## src/rtl/dws_pkg.sv

```systemverilog
// Package: shared widths and types for the disk write serializer.
// Assumes byte width of 8 unless overridden at the top.
package dws_pkg;
    localparam int unsigned DWS_DATA_W = 8;

    // Error pulse pair passed from detection to the sticky register.
    typedef struct packed {
        logic timing;
        logic parity;
    } dws_err_t;
endpackage

```

## src/rtl/dws_shifter.sv

```systemverilog
// dws_shifter: shift register and bit counter of the serializer.
// Counter starts at 0 after write begins (zero gap) and reloads to 1 at each
// byte boundary, where the next byte is loaded MSB first.
// Assumes bit_en is never high on two consecutive cycles.
module dws_shifter #(
    parameter int unsigned DATA_W = 8,
    localparam int unsigned CW = $clog2(DATA_W + 1)
) (
    input  logic              clk,
    input  logic              rst_n,
    input  logic              writing,
    input  logic              bit_en,
    input  logic [DATA_W-1:0] data,
    output logic              ser_q,
    output logic              load_now
);
    logic [DATA_W-1:0] sr;
    logic [CW-1:0]     cnt;

    // Byte boundary: tick while the last bit of the current byte is out.
    assign load_now = writing && bit_en && (cnt == CW'(DATA_W));

    // Shift or reload on each write tick; hold cleared while idle.
    always_ff @(posedge clk) begin
        if (!rst_n || !writing) begin
            sr    <= '0;
            cnt   <= '0;
            ser_q <= 1'b0;
        end else if (bit_en) begin
            if (cnt == CW'(DATA_W)) begin
                ser_q <= data[DATA_W-1];
                sr    <= data << 1;
                cnt   <= CW'(1);
            end else begin
                ser_q <= sr[DATA_W-1];
                sr    <= sr << 1;
                cnt   <= cnt + CW'(1);
            end
        end
    end

    // a byte boundary always reloads the counter to one.
    p_cnt_reload_r5: assert property (@(posedge clk) disable iff (!rst_n)
        load_now |=> (cnt == CW'(1)));

    // counter never passes the byte width.
    p_cnt_range_r2: assert property (@(posedge clk) disable iff (!rst_n)
        cnt <= CW'(DATA_W));
endmodule

```

## src/rtl/dws_handshake.sv

```systemverilog
// dws_handshake: two toggle flops whose XOR is the ready line, plus the
// timing and parity checks of the byte hand-over.
// Assumes ctl_strobe is synchronous to clk.
module dws_handshake #(
    parameter int unsigned DATA_W = 8
) (
    input  logic              clk,
    input  logic              rst_n,
    input  logic              writing,
    input  logic              strobe,
    input  logic              load_now,
    input  logic [DATA_W-1:0] data,
    input  logic              par,
    output logic              ready,
    output dws_pkg::dws_err_t err_pulse
);
    logic tog_a;
    logic tog_b;
    logic stb_q;
    logic stb_rise;
    logic stb_fall;

    assign ready    = tog_a ^ tog_b;
    assign stb_rise = writing && strobe && !stb_q;
    assign stb_fall = writing && !strobe && stb_q;

    // Late hand-over: boundary with no byte offered or strobe still high.
    assign err_pulse.timing = load_now && (!ready || strobe);
    // Parity sampled as the strobe falls; odd total is good.
    assign err_pulse.parity = stb_fall && !(^{data, par});

    // Strobe history and toggle flops; A follows the strobe, B the boundary.
    always_ff @(posedge clk) begin
        if (!rst_n || !writing) begin
            tog_a <= 1'b0;
            tog_b <= 1'b0;
            stb_q <= 1'b0;
        end else begin
            stb_q <= strobe;
            if (stb_rise) tog_a <= ~tog_a;
            if (load_now) tog_b <= tog_a;
        end
    end

    // strobe rise with ready low raises ready.
    p_ready_rise_r4: assert property (@(posedge clk) disable iff (!rst_n)
        (stb_rise && !ready && !load_now) |=> ready);

    // boundary without a simultaneous strobe rise drops ready.
    p_ready_drop_r5: assert property (@(posedge clk) disable iff (!rst_n)
        (load_now && !stb_rise) |=> !ready);
endmodule

```

## src/rtl/dws_errors.sv

```systemverilog
// dws_errors: sticky error flags, cleared by reset or end of write.
module dws_errors (
    input  logic              clk,
    input  logic              rst_n,
    input  logic              writing,
    input  dws_pkg::dws_err_t err_pulse,
    output logic              err_timing,
    output logic              err_parity
);
    // Capture each error pulse and hold it until writing ends.
    always_ff @(posedge clk) begin
        if (!rst_n || !writing) begin
            err_timing <= 1'b0;
            err_parity <= 1'b0;
        end else begin
            if (err_pulse.timing) err_timing <= 1'b1;
            if (err_pulse.parity) err_parity <= 1'b1;
        end
    end

    // flags hold while writing.
    p_err_sticky_r11: assert property (@(posedge clk) disable iff (!rst_n)
        (writing && (err_timing || err_parity)) |=>
            ((err_timing || !$past(err_timing)) && (err_parity || !$past(err_parity))));

    // end of write clears both flags.
    p_err_clear_r10: assert property (@(posedge clk) disable iff (!rst_n)
        !writing |=> (!err_timing && !err_parity));
endmodule

```

## src/rtl/disk_write_serializer.sv

```systemverilog
// disk_write_serializer: top level. Combines write enables, gates the
// serial output and forms fault. Assumes bit_en pulses are isolated cycles.
module disk_write_serializer #(
    parameter int unsigned DATA_W = dws_pkg::DWS_DATA_W
) (
    input  logic              clk,
    input  logic              rst_n,
    input  logic              wr_cmd,
    input  logic              cmd_strobe,
    input  logic              bit_en,
    input  logic              ctl_strobe,
    input  logic [DATA_W-1:0] bus_data,
    input  logic              bus_par,
    input  logic              inhibit,
    output logic              ready,
    output logic              ser_out,
    output logic              err_timing,
    output logic              err_parity,
    output logic              fault
);
    logic              writing;
    logic              ser_q;
    logic              load_now;
    dws_pkg::dws_err_t err_pulse;

    assign writing = wr_cmd && cmd_strobe;
    assign ser_out = ser_q && writing && !inhibit;
    assign fault   = err_timing || err_parity;

    dws_shifter #(.DATA_W(DATA_W)) u_shift (
        .clk      (clk),
        .rst_n    (rst_n),
        .writing  (writing),
        .bit_en   (bit_en),
        .data     (bus_data),
        .ser_q    (ser_q),
        .load_now (load_now)
    );

    dws_handshake #(.DATA_W(DATA_W)) u_hs (
        .clk       (clk),
        .rst_n     (rst_n),
        .writing   (writing),
        .strobe    (ctl_strobe),
        .load_now  (load_now),
        .data      (bus_data),
        .par       (bus_par),
        .ready     (ready),
        .err_pulse (err_pulse)
    );

    dws_errors u_err (
        .clk        (clk),
        .rst_n      (rst_n),
        .writing    (writing),
        .err_pulse  (err_pulse),
        .err_timing (err_timing),
        .err_parity (err_parity)
    );

    // write ticks are isolated single cycles.
    p_tick_gap_r2: assert property (@(posedge clk) disable iff (!rst_n)
        bit_en |=> !bit_en);

    // ready is low one cycle after writing is off.
    p_ready_idle_r10: assert property (@(posedge clk) disable iff (!rst_n)
        !writing |=> !ready);
endmodule

```

## config.mk

```make
export PLATFORM = sky130hd
export DESIGN_NAME = disk_write_serializer
export DESIGN_NICKNAME = d
export VERILOG_FILES = /design/src/rtl/dws_pkg.sv /design/src/rtl/dws_shifter.sv /design/src/rtl/dws_handshake.sv /design/src/rtl/dws_errors.sv /design/src/rtl/disk_write_serializer.sv
export SDC_FILE = /design/constraint.sdc
export NUM_CORES = 1
export LEC_CHECK = 0
export BUFFER_PORTS_ARGS = -buffer_cell sky130_fd_sc_hd__buf_2
export CORE_MARGIN = 4
export CORE_UTILIZATION = 54
export CTS_CLUSTER_SIZE = 30
export DETAILED_ROUTE_END_ITERATION = 12
export PLACE_DENSITY = 0.91
export SETUP_SLACK_MARGIN = 0.02
export SLEW_MARGIN = 30
export SYNTH_ARGS = -nofsm -noshare
export SYNTH_HDL_FRONTEND = slang
export SYNTH_SLANG_ARGS = --single-unit
```

## constraint.sdc

```tcl
create_clock -name clk -period 3.1 [get_ports clk]
set_input_delay 0.62 -clock clk [delete_from_list [all_inputs] [get_ports clk]]
set_output_delay 0.62 -clock clk [all_outputs]
set_load 0.1 [all_outputs]
```

==> metrics.cfg <==
[worst_setup_path]
end_kind = output pin
required_ps = 2480
cp.arrival_ps = 1350
cp.depth = 3
crit_slowest_cell = buf_2
cp_cell_sequence = buf_2 > and4b_1 > buf_2
start_kind = input port
crit_start = inhibit
critPathMaxStageDelay_ps = 420
path_buf_inv = 2
reg2reg_setup_slack_ps = 1320
crit_top_cell = buf_2
path_max_fanout = 1
r2r-start = u_shift.cnt[0]
reg2regPathDepth = 5
worstSetupPathType = in -> out
crit_family = buffers and inverters

[power_and_ir_drop]
switching_power_mw = 0.0918
clkPwrFrac = 0.292
sw_frac_of_total = 0.237
ir_drop_mv = 0.281
seq_power_share = 0.575
p_leak_nw = 0.390
pwr-share-comb = 0.133
total_power_mw = 0.388
power_density_mw_per_mm2 = 401
p_int_mw = 0.296

[routing]
drcViolationCount = 0
vias = 697
drt_first_pass_iters = 4
wl_mm = 1.61
avgViaCountPerCell = 5.40
first_iter_violations = 11
ant_nets = 0
wire_per_inst_um = 12.5

[cells_and_area]
fin_nets = 132
layout-drive-gt1-share = 0.212
postLayoutCellArea_um2 = 966
syn2layout_area_growth_pct = 12.0
post-route-util = 0.641
n_antenna_cell = 0

[yosys]
yosysWarnings = 0
synth_area_per_cell_um2 = 9.17
syn_area_um2 = 862
yosysSeqAreaShare = 0.395
ys_seq_elements = 17
ys_types = 26
synth_common_cells = dfxtp_1, nor2_1, a211oi_1, mux2i_1, nand2_1
synth_cells = 94
synth_edf_count = 0
synthTopCellsByArea = dfxtp_1, mux2i_1, a211oi_1, nor2_1, xnor3_1
yosysTopAreaCell = dfxtp_1
synth_fp_nets = 112
synth.most_common_cell = dfxtp_1
synthFlopType = dfxtp_1
postSynth.asyncResetShare = 0
synth_top_area_frac = 0.395

[floorplan]
io_pins = 21
core.rowCount = 14
initial_core_util = 0.572
die_area_mm2 = 0.00230
coreArea_mm2 = 0.00151
die_y_um = 48.0
die_w_um = 48.0

[global_route]
grt_use_total = 0.157
antenna_found_initial = 0
grt_pass1_vias = 608
overflow = 0
grt_max_degree = 26
grt_first_pass_wirelength_mm = 2.40

[min_path]
min_path_cells = 2
worstHoldStart = u_shift.sr[1]
hp-class = reg -> reg

[timing]
setup_violations = 0
hold_viol_final = 0
period_minus_slack_ps = 1970
rsz0062_at_grt = false
relSlewSlack = 0.538
fin_ws_ps = 1130
finalMaxSlewViolations = 0
period_share = 0.635
fin_skew_ps = 1.24
fmax_mhz = 508
tightest_slew_ps = 692
fin_setup_tns_ps = 0

[placement]
place_area_um2 = 940
post-place-ws_ps = 1130
portBuffers = 20
hpwl_mm = 1.17
gp_congestion = 0.708

[clocking]
clock_sinks = 17
post_cts_buffers = 0
cts_root_buffer = clkbuf_4
cts_buffers = 3
cts_tree = yes
path_clk_slew_ps = 90
cts_resized = 0
clockBufferDepth = 2
clock_latency_ps = 280
holdBufCountCts = 0
htree_levels = 1

[run]
drv_cap = 0

[run_status]
status = finished, final reports clean

-- final timing paths --
kind | to
min reg2reg | u_shift.sr[1]
max | ser_out
min | u_shift.sr[1]
max reg2reg | u_shift.sr[3]
-- metrics by stage --
step,cells,hold WS [ps]
CTS,129,480
global placement,125,455
finish,129,477
floorplan,94,445
detailed placement,125,470
global route,129,525
-- layer usage --
layer,vias up,GRT usage,share of wire,routed length (um)
met5,-,0,0,0
met3,4,0.0376,0.068,110
met1,308,0.163,0.43,684
li1,366,-,-,-
met4,0,0.118,0.019,31
met2,19,0.269,0.49,780
-- power by group through the flow --
stage                     clock, mW  combinational [mW]  sequential [mW]
after CTS                     0.119              0.0514            0.223
final                         0.113              0.0514            0.223
after floorplan                   0              0.0337            0.228
after global placement            0              0.0497            0.228
after detailed placement          0              0.0511            0.228
after global routing          0.128              0.0556            0.223
-- cell families (layout without fill, tap and decap cells) --
kind of cell             after synthesis  after routing  synth area share
buffers and inverters                  9             28            0.0668
adder cells (fa/ha/maj)                2              2            0.0290
XOR/XNOR                               6              6            0.0929
multiplexers                           8              8            0.0929
AO/OA/AOI/OAI                         19             19             0.142
flip-flops                            17             17             0.395
AND/OR/NAND/NOR                       33             33             0.181
-- worst min-delay path, cell delays in order (launching register included) --
cell      delay [ps]
dfxtp_1          320
nand2b_1          60
a21oi_1           60
-- layout make-up --
cell class	count	area [um^2]
multi-input cells	68	464
inverters	4	15.0
fillers	127	541
well taps	16	20.0
flip-flops and latches	17	340
repair buffers	20	100
clock buffers	4	26.3
-- registers in the layout (all words and copies together) (netlist names) --
name	cells
u_err.err_parity	1
u_hs.tog_a	1
u_err.err_timing	1
u_hs.tog_b	1
u_shift.cnt	4
u_shift.sr	7
u_hs.stb_q	1
u_shift.ser_q	1
-- cell usage in the layout (no fill, tap or decap), types with 2 or more instances in the layout --
master,netlist,final
nand2b_1,2,2
nand3_1,3,3
nor2_1,14,14
mux2i_1,8,8
a21oi_1,5,5
xnor3_1,2,2
dfxtp_1,17,17
ha_1,2,2
o21ai_0,3,3
inv_1,4,4
nand2_1,7,7
clkbuf_4,0,3
buf_2,0,20
xnor2_1,3,3
nor3_1,2,2
a211oi_1,8,8
(Power assumes the default switching activity.)
